==> config.mk <==
export PLATFORM = sky130hd
export DESIGN_NAME = corr_branch_predictor
export DESIGN_NICKNAME = d
export VERILOG_FILES = /design/src/rtl/bp_pkg.sv /design/src/rtl/bp_hist_reg.sv /design/src/rtl/bp_sat_ctr.sv /design/src/rtl/bp_ctr_array.sv /design/src/rtl/corr_branch_predictor.sv
export SDC_FILE = /design/constraint.sdc
export NUM_CORES = 1
export LEC_CHECK = 0
export BUFFER_PORTS_ARGS = -buffer_cell sky130_fd_sc_hd__buf_2
export CORE_UTILIZATION = 40
export DETAILED_ROUTE_END_ITERATION = 8
export PLACE_DENSITY = 0.55
export RECOVER_POWER = 25
export SETUP_SLACK_MARGIN = 0.2
export SYNTH_ARGS = -nofsm -noshare
export SYNTH_HDL_FRONTEND = slang
export SYNTH_HIERARCHICAL = 1
export SYNTH_SLANG_ARGS = --single-unit
==> constraint.sdc <==
create_clock -name clk_i -period 2.7 [get_ports clk_i]
set_input_delay 0.405 -clock clk_i [delete_from_list [all_inputs] [get_ports clk_i]]
set_output_delay 0.405 -clock clk_i [all_outputs]
set_load 0.01 [all_outputs]
==> src/rtl/bp_pkg.sv <==
package bp_pkg;
  localparam int unsigned DEF_HIST_W  = 2;
  localparam int unsigned DEF_CTR_W   = 2;
  localparam int unsigned DEF_ENTRIES = 16;
  localparam int unsigned DEF_PC_W    = 32;

  typedef enum logic {
    DIR_NOT_TAKEN = 1'b0,
    DIR_TAKEN     = 1'b1
  } dir_e;
endpackage

==> src/rtl/bp_hist_reg.sv <==
module bp_hist_reg #(
  parameter int unsigned HIST_W = bp_pkg::DEF_HIST_W
) (
  input  logic              clk_i,
  input  logic              rst_ni,
  input  logic              shift_i,
  input  bp_pkg::dir_e      dir_i,
  output logic [HIST_W-1:0] hist_o
);
  logic [HIST_W-1:0] hist_q;

  generate
    if (HIST_W == 1) begin : g_one
      always_ff @(posedge clk_i or negedge rst_ni) begin
        if (!rst_ni)      hist_q <= '0;
        else if (shift_i) hist_q <= dir_i;
      end
    end else begin : g_many
      always_ff @(posedge clk_i or negedge rst_ni) begin
        if (!rst_ni)      hist_q <= '0;
        else if (shift_i) hist_q <= {hist_q[HIST_W-2:0], dir_i};
      end
    end
  endgenerate

  assign hist_o = hist_q;
endmodule

==> src/rtl/bp_sat_ctr.sv <==
module bp_sat_ctr #(
  parameter int unsigned CTR_W = bp_pkg::DEF_CTR_W
) (
  input  logic             clk_i,
  input  logic             rst_ni,
  input  logic             en_i,
  input  logic             up_i,
  output logic [CTR_W-1:0] cnt_o
);
  localparam logic [CTR_W-1:0] CNT_MAX  = {CTR_W{1'b1}};
  localparam logic [CTR_W-1:0] CNT_INIT = CNT_MAX >> 1;  // weak not-taken

  logic [CTR_W-1:0] cnt_q;

  always_ff @(posedge clk_i or negedge rst_ni) begin
    if (!rst_ni) begin
      cnt_q <= CNT_INIT;
    end else if (en_i) begin
      if (up_i && cnt_q != CNT_MAX)       cnt_q <= cnt_q + 1'b1;
      else if (!up_i && cnt_q != '0)      cnt_q <= cnt_q - 1'b1;
    end
  end

  assign cnt_o = cnt_q;
endmodule

==> src/rtl/bp_ctr_array.sv <==
module bp_ctr_array #(
  parameter int unsigned HIST_W  = bp_pkg::DEF_HIST_W,
  parameter int unsigned CTR_W   = bp_pkg::DEF_CTR_W,
  parameter int unsigned ENTRIES = bp_pkg::DEF_ENTRIES,
  localparam int unsigned IDX_W  = $clog2(ENTRIES),
  localparam int unsigned BANKS  = 1 << HIST_W
) (
  input  logic              clk_i,
  input  logic              rst_ni,
  input  logic [HIST_W-1:0] rd_bank_i,
  input  logic [IDX_W-1:0]  rd_idx_i,
  output logic              rd_taken_o,
  input  logic              wr_en_i,
  input  logic [HIST_W-1:0] wr_bank_i,
  input  logic [IDX_W-1:0]  wr_idx_i,
  input  logic              wr_up_i
);
  logic [CTR_W-1:0] cnt [BANKS][ENTRIES];

  generate
    for (genvar b = 0; b < BANKS; b++) begin : g_bank
      for (genvar e = 0; e < ENTRIES; e++) begin : g_ent
        logic hit;
        assign hit = wr_en_i && (wr_bank_i == HIST_W'(b)) && (wr_idx_i == IDX_W'(e));
        bp_sat_ctr #(.CTR_W(CTR_W)) u_ctr (
          .clk_i  (clk_i),
          .rst_ni (rst_ni),
          .en_i   (hit),
          .up_i   (wr_up_i),
          .cnt_o  (cnt[b][e])
        );
      end
    end
  endgenerate

  assign rd_taken_o = cnt[rd_bank_i][rd_idx_i][CTR_W-1];
endmodule

==> src/rtl/corr_branch_predictor.sv <==
module corr_branch_predictor #(
  parameter int unsigned HIST_W  = bp_pkg::DEF_HIST_W,
  parameter int unsigned CTR_W   = bp_pkg::DEF_CTR_W,
  parameter int unsigned ENTRIES = bp_pkg::DEF_ENTRIES,
  parameter int unsigned PC_W    = bp_pkg::DEF_PC_W
) (
  input  logic              clk_i,
  input  logic              rst_ni,
  input  logic [PC_W-1:0]   pred_pc_i,
  output logic              pred_taken_o,
  output logic [HIST_W-1:0] pred_hist_o,
  input  logic              upd_valid_i,
  input  logic [PC_W-1:0]   upd_pc_i,
  input  logic              upd_taken_i,
  input  logic [HIST_W-1:0] upd_hist_i
);
  localparam int unsigned IDX_W = $clog2(ENTRIES);

  logic [HIST_W-1:0] ghist;
  logic              unused_pc_hi;
  bp_pkg::dir_e      upd_dir;

  assign upd_dir      = upd_taken_i ? bp_pkg::DIR_TAKEN : bp_pkg::DIR_NOT_TAKEN;
  assign unused_pc_hi = ^{pred_pc_i[PC_W-1:IDX_W], upd_pc_i[PC_W-1:IDX_W]};

  bp_hist_reg #(.HIST_W(HIST_W)) u_hist (
    .clk_i   (clk_i),
    .rst_ni  (rst_ni),
    .shift_i (upd_valid_i),
    .dir_i   (upd_dir),
    .hist_o  (ghist)
  );

  bp_ctr_array #(
    .HIST_W  (HIST_W),
    .CTR_W   (CTR_W),
    .ENTRIES (ENTRIES)
  ) u_tbl (
    .clk_i      (clk_i),
    .rst_ni     (rst_ni),
    .rd_bank_i  (ghist),
    .rd_idx_i   (pred_pc_i[IDX_W-1:0]),
    .rd_taken_o (pred_taken_o),
    .wr_en_i    (upd_valid_i),
    .wr_bank_i  (upd_hist_i),
    .wr_idx_i   (upd_pc_i[IDX_W-1:0]),
    .wr_up_i    (upd_taken_i)
  );

  assign pred_hist_o = ghist;
endmodule

# ---- Word level (Yosys, flattened, before mapping)
# Index checks and enable logic that the tools add are counted.
dict set report classes {
  shift 0
  n_div 0
  n_lt_le_gt_ge 2
  eq_ne 82
  reduce_logical 391
  muxes 135
  addsub 128
  n_mul 0
  bitwise 2
}
# op n
set op_table {}
lappend op_table {{2-bit 2-to-1 mux} 130}
lappend op_table {{2-bit nonzero test} 128}
lappend op_table {{1-bit logical AND} 196}
lappend op_table {{2-bit by 1-bit adder with 2-bit output, second input constant} 64}
lappend op_table {{2-bit != test, second input constant} 64}
lappend op_table {{2-bit AND reduction} 64}
lappend op_table {{2-bit by 1-bit subtractor with 2-bit output, second input constant} 64}
lappend op_table {{32-bit binary-select mux with 2-bit select} 1}
lappend op_table {{32-bit 2-to-1 mux} 2}
lappend op_table {{4-bit == test, second input constant} 8}
lappend op_table {{4-bit by 3-bit == test with 1-bit output, second input constant} 4}
lappend op_table {{2-bit binary-select mux with 4-bit select} 1}
lappend op_table {{4-bit by 2-bit == test with 1-bit output, second input constant} 2}
lappend op_table {{5-bit >= comparator, second input constant} 1}
lappend op_table {{4-bit NOT with 5-bit output} 1}
lappend op_table {{2-bit == test, second input constant} 2}
lappend op_table {{4-bit by 1-bit == test with 1-bit output, second input constant} 1}
lappend op_table {{4-bit zero test} 1}
lappend op_table {{3-bit >= comparator, second input constant} 1}
lappend op_table {{2-bit NOT with 3-bit output} 1}
lappend op_table {{2-bit by 1-bit == test with 1-bit output, second input constant} 1}
lappend op_table {{2-bit zero test} 1}
lappend op_table {{1-bit zero test} 1}
lappend op_table {{1-bit 2-to-1 mux} 1}
dict set report word_totals {
  mem_count 0
  register_bits 130
  rom_bits 0
  mem_bits_rw 0
  out_inout_bits 3
  in_bits 70
  word_cells 805
  latchBits 0
}

# ---- Depth between registers and ports, before layout
dict set report depth {
  depth_word 7
  ltp_mapped 6
  mapped_depth_nobuf 5
}

# ---- Hierarchy
# The synthesis kept the hierarchy.
# module cells_per_inst area_per_inst_um2 n_inst seq_area_each_um2
set modules_own_cells {}
lappend modules_own_cells {bp_sat_ctr 8 96.3 64 51.3}
lappend modules_own_cells {bp_ctr_array 137 948.4 1 0.0}
lappend modules_own_cells {bp_hist_reg 4 72.6 1 50.0}

# ---- Least setup slack after synthesis
# Ideal clock, no wire load.
dict set report synth_path {
  kind {reg-to-output}
  startpoint {reg u_hist.hist_q[1] (netlist: u_hist/hist_o[1])}
  endpoint {out pred_taken_o}
  t_required_ps 2295
  t_arrival_ps 1997
  n_path_buf 1
  path_stages_with_launch 6
  setup_slack_ps 298
  path_cell_list {dfrtp_1 -> buf_6 -> mux4_2 -> mux4_2 -> or2_0 -> a32o_1}
}
dict set report synth_between {
  elab_chain_len 7
}
# element line
set synth_rtl {}
lappend synth_rtl {{start, declared} bp_hist_reg.sv:10} ;# logic [HIST_W-1:0] hist_q;
lappend synth_rtl {{start signal, assigned} bp_hist_reg.sv:21} ;# else if (shift_i) hist_q <= {hist_q[HIST_W-2:0], dir_i};
lappend synth_rtl {{2-bit NOT with 3-bit output (not written as such)} bp_ctr_array.sv:36} ;# assign rd_taken_o = cnt[rd_bank_i][rd_idx_i][CTR_W-1];
lappend synth_rtl {{32-bit binary-select mux with 2-bit select} bp_ctr_array.sv:36}
lappend synth_rtl {{32-bit 2-to-1 mux (not written as such) (2 in a row)} bp_ctr_array.sv:36}
lappend synth_rtl {{2-bit binary-select mux with 4-bit select} bp_ctr_array.sv:36}
lappend synth_rtl {{2-bit 2-to-1 mux (not written as such) (2 in a row)} bp_ctr_array.sv:36}
lappend synth_rtl {{end, declared} corr_branch_predictor.sv:10} ;# output logic pred_taken_o,
# No other way between the ends. The select of a mux whose other input is x is not followed.

# ---- Worst setup path in the final report
# Ends and elaborated chain as after synthesis.

==> results by group <==
Run status
  – Status: complete, but fails checks
  – Failing checks: max-capacitance violations, max-slew violations, negative setup slack

Clock network
  – CTS buffer count: 17
  – Clk sink count: 130
  – Maximum clock path buffer count: 2
  – Clk slew on worst S/H paths: 0.06 ns
  – Root buf cell: clkbuf_16
  – Post-CTS Hold Buffers: 0
  – H-tree lvl count: 4
  – Clock latency on the worst-skew pair: 0.41 ns
  – CTS tree: built

Timing
  – RSZ-0062 raised after global routing: true
  – Period utilisation layout: 109%
  – Worst-margin pin slew: 1.82 ns
  – Post-route minimum period: 2.94 ns
  – Final hold vios: 0
  – Worst Skew: 0.00628 ns
  – Fin. max-slew vios: 131
  – Fmax: 340 MHz
  – Slew margin rel.: -21.4%
  – Setup ws final: -0.242 ns
  – Setup-failing EPs final: 1

Pwr
  – Int Pwr: 5.06 mW
  – Combinational share of power: 22.5%
  – Worst VDD drop: 0.494 mV
  – Overall power: 7.22 mW
  – Switching Power: 2.16 mW
  – Register share of total power: 47.1%
  – Switching Fraction: 29.9%
  – PwrDens: 881 nW/µm²
  – Clk network pwr share: 30.5%
  – Lkg Pwr: 3.56 nW

Place
  – Dpl cells: 896
  – DP HPWL: 10.7 mm
  – Pre-CTS WS: 0.0565 ns
  – GPL Wtd Cong: 0.733
  – Number of port buffers: 16
  – Post-DP Area: 7640 µm²

Critical path
  – Critical Path RT: 2.30 ns
  – Critical Path AT: 2.54 ns
  – Buf/Inv on CP: 1
  – Startpoint types: flip-flop
  – Worst-path cell chain: mux4_2 > mux4_2 > or2_1 > a32o_2 > buf_6
  – Critical path class: flip-flop to output pin
  – Most frequent CP cell: mux4_2
  – Largest fanout on the critical path: 5
  – Critical Path Max Stage Delay: 0.54 ns
  – Crit. End Element: output pin
  – CP top delay family: multiplexers
  – CP max stage cell: mux4_2

Logic synthesis
  – Top cell type by total area after synthesis: dfstp_2
  – Count leader, synth: nor2_1
  – Synth cell count leaders: nor2_1 (68), dfrtp_1 (66), a21boi_0 (65)
  – Synth Flop Type: dfrtp_1
  – Mapped Cells: 653
  – Yosys warning count: 6
  – Area contributors post-synth: dfstp_2 (23%), dfrtp_1 (23%), mux2i_1 (8.9%)
  – Average size of a mapped cell: 11.0 µm²
  – Post-Syn Nets: 723
  – Sequential area share after synthesis: 46.4%
  – Post-synth EDFFs: 0
  – Post-synthesis cell type count: 28
  – FFs w/ async S/R, synth: 100%
  – Yosys top cell area share: 23.4%
  – Cell Area, Synth: 7190 µm²
  – Yosys reg bits: 130

Floorplan
  – Placeable Area: 17400 µm²
  – Rows: 48
  – Die ar.: 18500 µm²
  – Die height: 136 µm
  – Initial core utilization: 41.3%
  – Chip width: 136 µm
  – IO Pins: 73

Routing
  – Via count: 5337
  – Initial DRT Pass Iterations: 4
  – DRT iter0 DRCs: 342
  – Antenna Nets Post-Route: 0
  – Routed vias/inst: 5.74
  – WL final: 17.1 mm
  – Wirelength per Cell: 18.4 µm
  – Drt drc: 0

Cells and area
  – Nets@finish: 761
  – Area growth syn-to-layout: 14.1%
  – Final Non-Filler Cells: 929
  – Multi-input gate area: 3800 µm²
  – Layout fillers: 1614
  – Layout cells sized above 1: 20.2%
  – Post-route cell area: 8200 µm²
  – Sequential Area: 3330 µm²
  – Final core occ: 47.1%
  – Number of diodes: 0

Worst hold path
  – HP Class: input port to flip-flop

Global routing
  – GRT Total Usage: 20.0%
  – Initial antenna violation count: 0
  – Largest net degree at the start of global routing: 131
  – Grt total ovfl: 0
  – First-pass GRT wire length: 28.0 mm
  – Vias in the first global route: 5380

Run
  – Max cap viols: 1
-- cells by family (layout without fill, tap and decap cells) --
logic type	after synthesis	in the layout	share of synthesized area, %
DFF	130	130	46.4
and+or+nand+nor	168	168	11.8
buffers and inverters	10	61	0.644
muxes	83	83	14.9
AOI/OAI and AO/OA	262	262	26.3
-- final cells by class --
class | count | area share (%)
clock buffer | 22 | 5.90
clock inverter | 10 | 1.01
multi-input combinational | 513 | 46.3
sequential | 130 | 40.7
tap | 225 | 3.43
timing repair buffer | 29 | 2.70
-- cell usage in the layout (no fill, tap or decap), drive strengths merged, types with 11 or more instances in the layout --
cell type / instances
a21boi: 65
nand3: 11
nor2: 68
a21o: 64
nand2: 11
mux2i: 64
mux4: 17
buf: 27
clkbuf: 24
dfrtp: 66
o21ai: 64
a22o: 64
dfstp: 64
nand2b: 64
-- repair_timing --
item	CTS	global route
gates resized for setup	6	2
endpoints found under the setup margin	1	1
buffers inserted	1	0
-- flip-flops by register name, summed over array words and instances (netlist names) --
name / count
u_hist/hist_o: 2
u_tbl/g_bank.g_ent.u_ctr/cnt_o: 128
-- worst reg2reg max path, delay by kind of cell (launching register included) --
kind	cells	cell delay [ns]
buffers and inverters	2	0.33
multiplexers	1	0.26
flip-flops	1	0.46
-- power groups by stage --
stage | combinational [mW] | sequential, mW | clock [mW]
floorplan | 1.26 | 3.18 | 0
global placement | 1.54 | 3.33 | 0
detailed placement | 1.61 | 3.40 | 0
CTS | 1.64 | 3.39 | 2.26
global route | 1.78 | 3.51 | 2.36
finish | 1.62 | 3.40 | 2.20
-- final timing paths --
kind	to	slack [ns]	startpoint	cells past startpoint
max	pred_taken_o	-0.24	u_hist/hist_o[1]$_DFFE_PN0P_	5
min	u_hist/hist_o[1]$_DFFE_PN0P_	0.32	upd_valid_i	2
max reg2reg	u_hist/hist_o[1]$_DFFE_PN0P_	1.54	u_hist/hist_o[1]$_DFFE_PN0P_	3
min reg2reg	u_tbl/g_bank[2].g_ent[11].u_ctr/cnt_o[0]$_DFFE_PN1P_	0.48	u_tbl/g_bank[2].g_ent[11].u_ctr/cnt_o[0]$_DFFE_PN1P_	1
max in group asynchronous	u_hist/hist_o[1]$_DFFE_PN0P_	0.85	rst_ni	2
min in group asynchronous	u_tbl/g_bank[3].g_ent[14].u_ctr/cnt_o[1]$_DFFE_PN0P_	0.56	rst_ni	2
-- through the flow --
stage | TNS [ns] | hold WS, ns
finish | -0.242 | 0.323
global route | -0.328 | 0.336
CTS | -0.252 | 0.134
detailed placement | 0 | 0.475
global placement | 0 | 0.470
floorplan | 0 | 0.109
-- metal layers --
metal | wire length [µm] | vias up | global-route usage (%)
li1 | - | 2534 | -
met1 | 8030 | 2709 | 27.5
met2 | 8110 | 84 | 31.6
met3 | 807 | 10 | 3.73
met4 | 159 | 0 | 6.23
met5 | 0 | - | 0
Note: power is estimated with default switching activity, not from simulation.
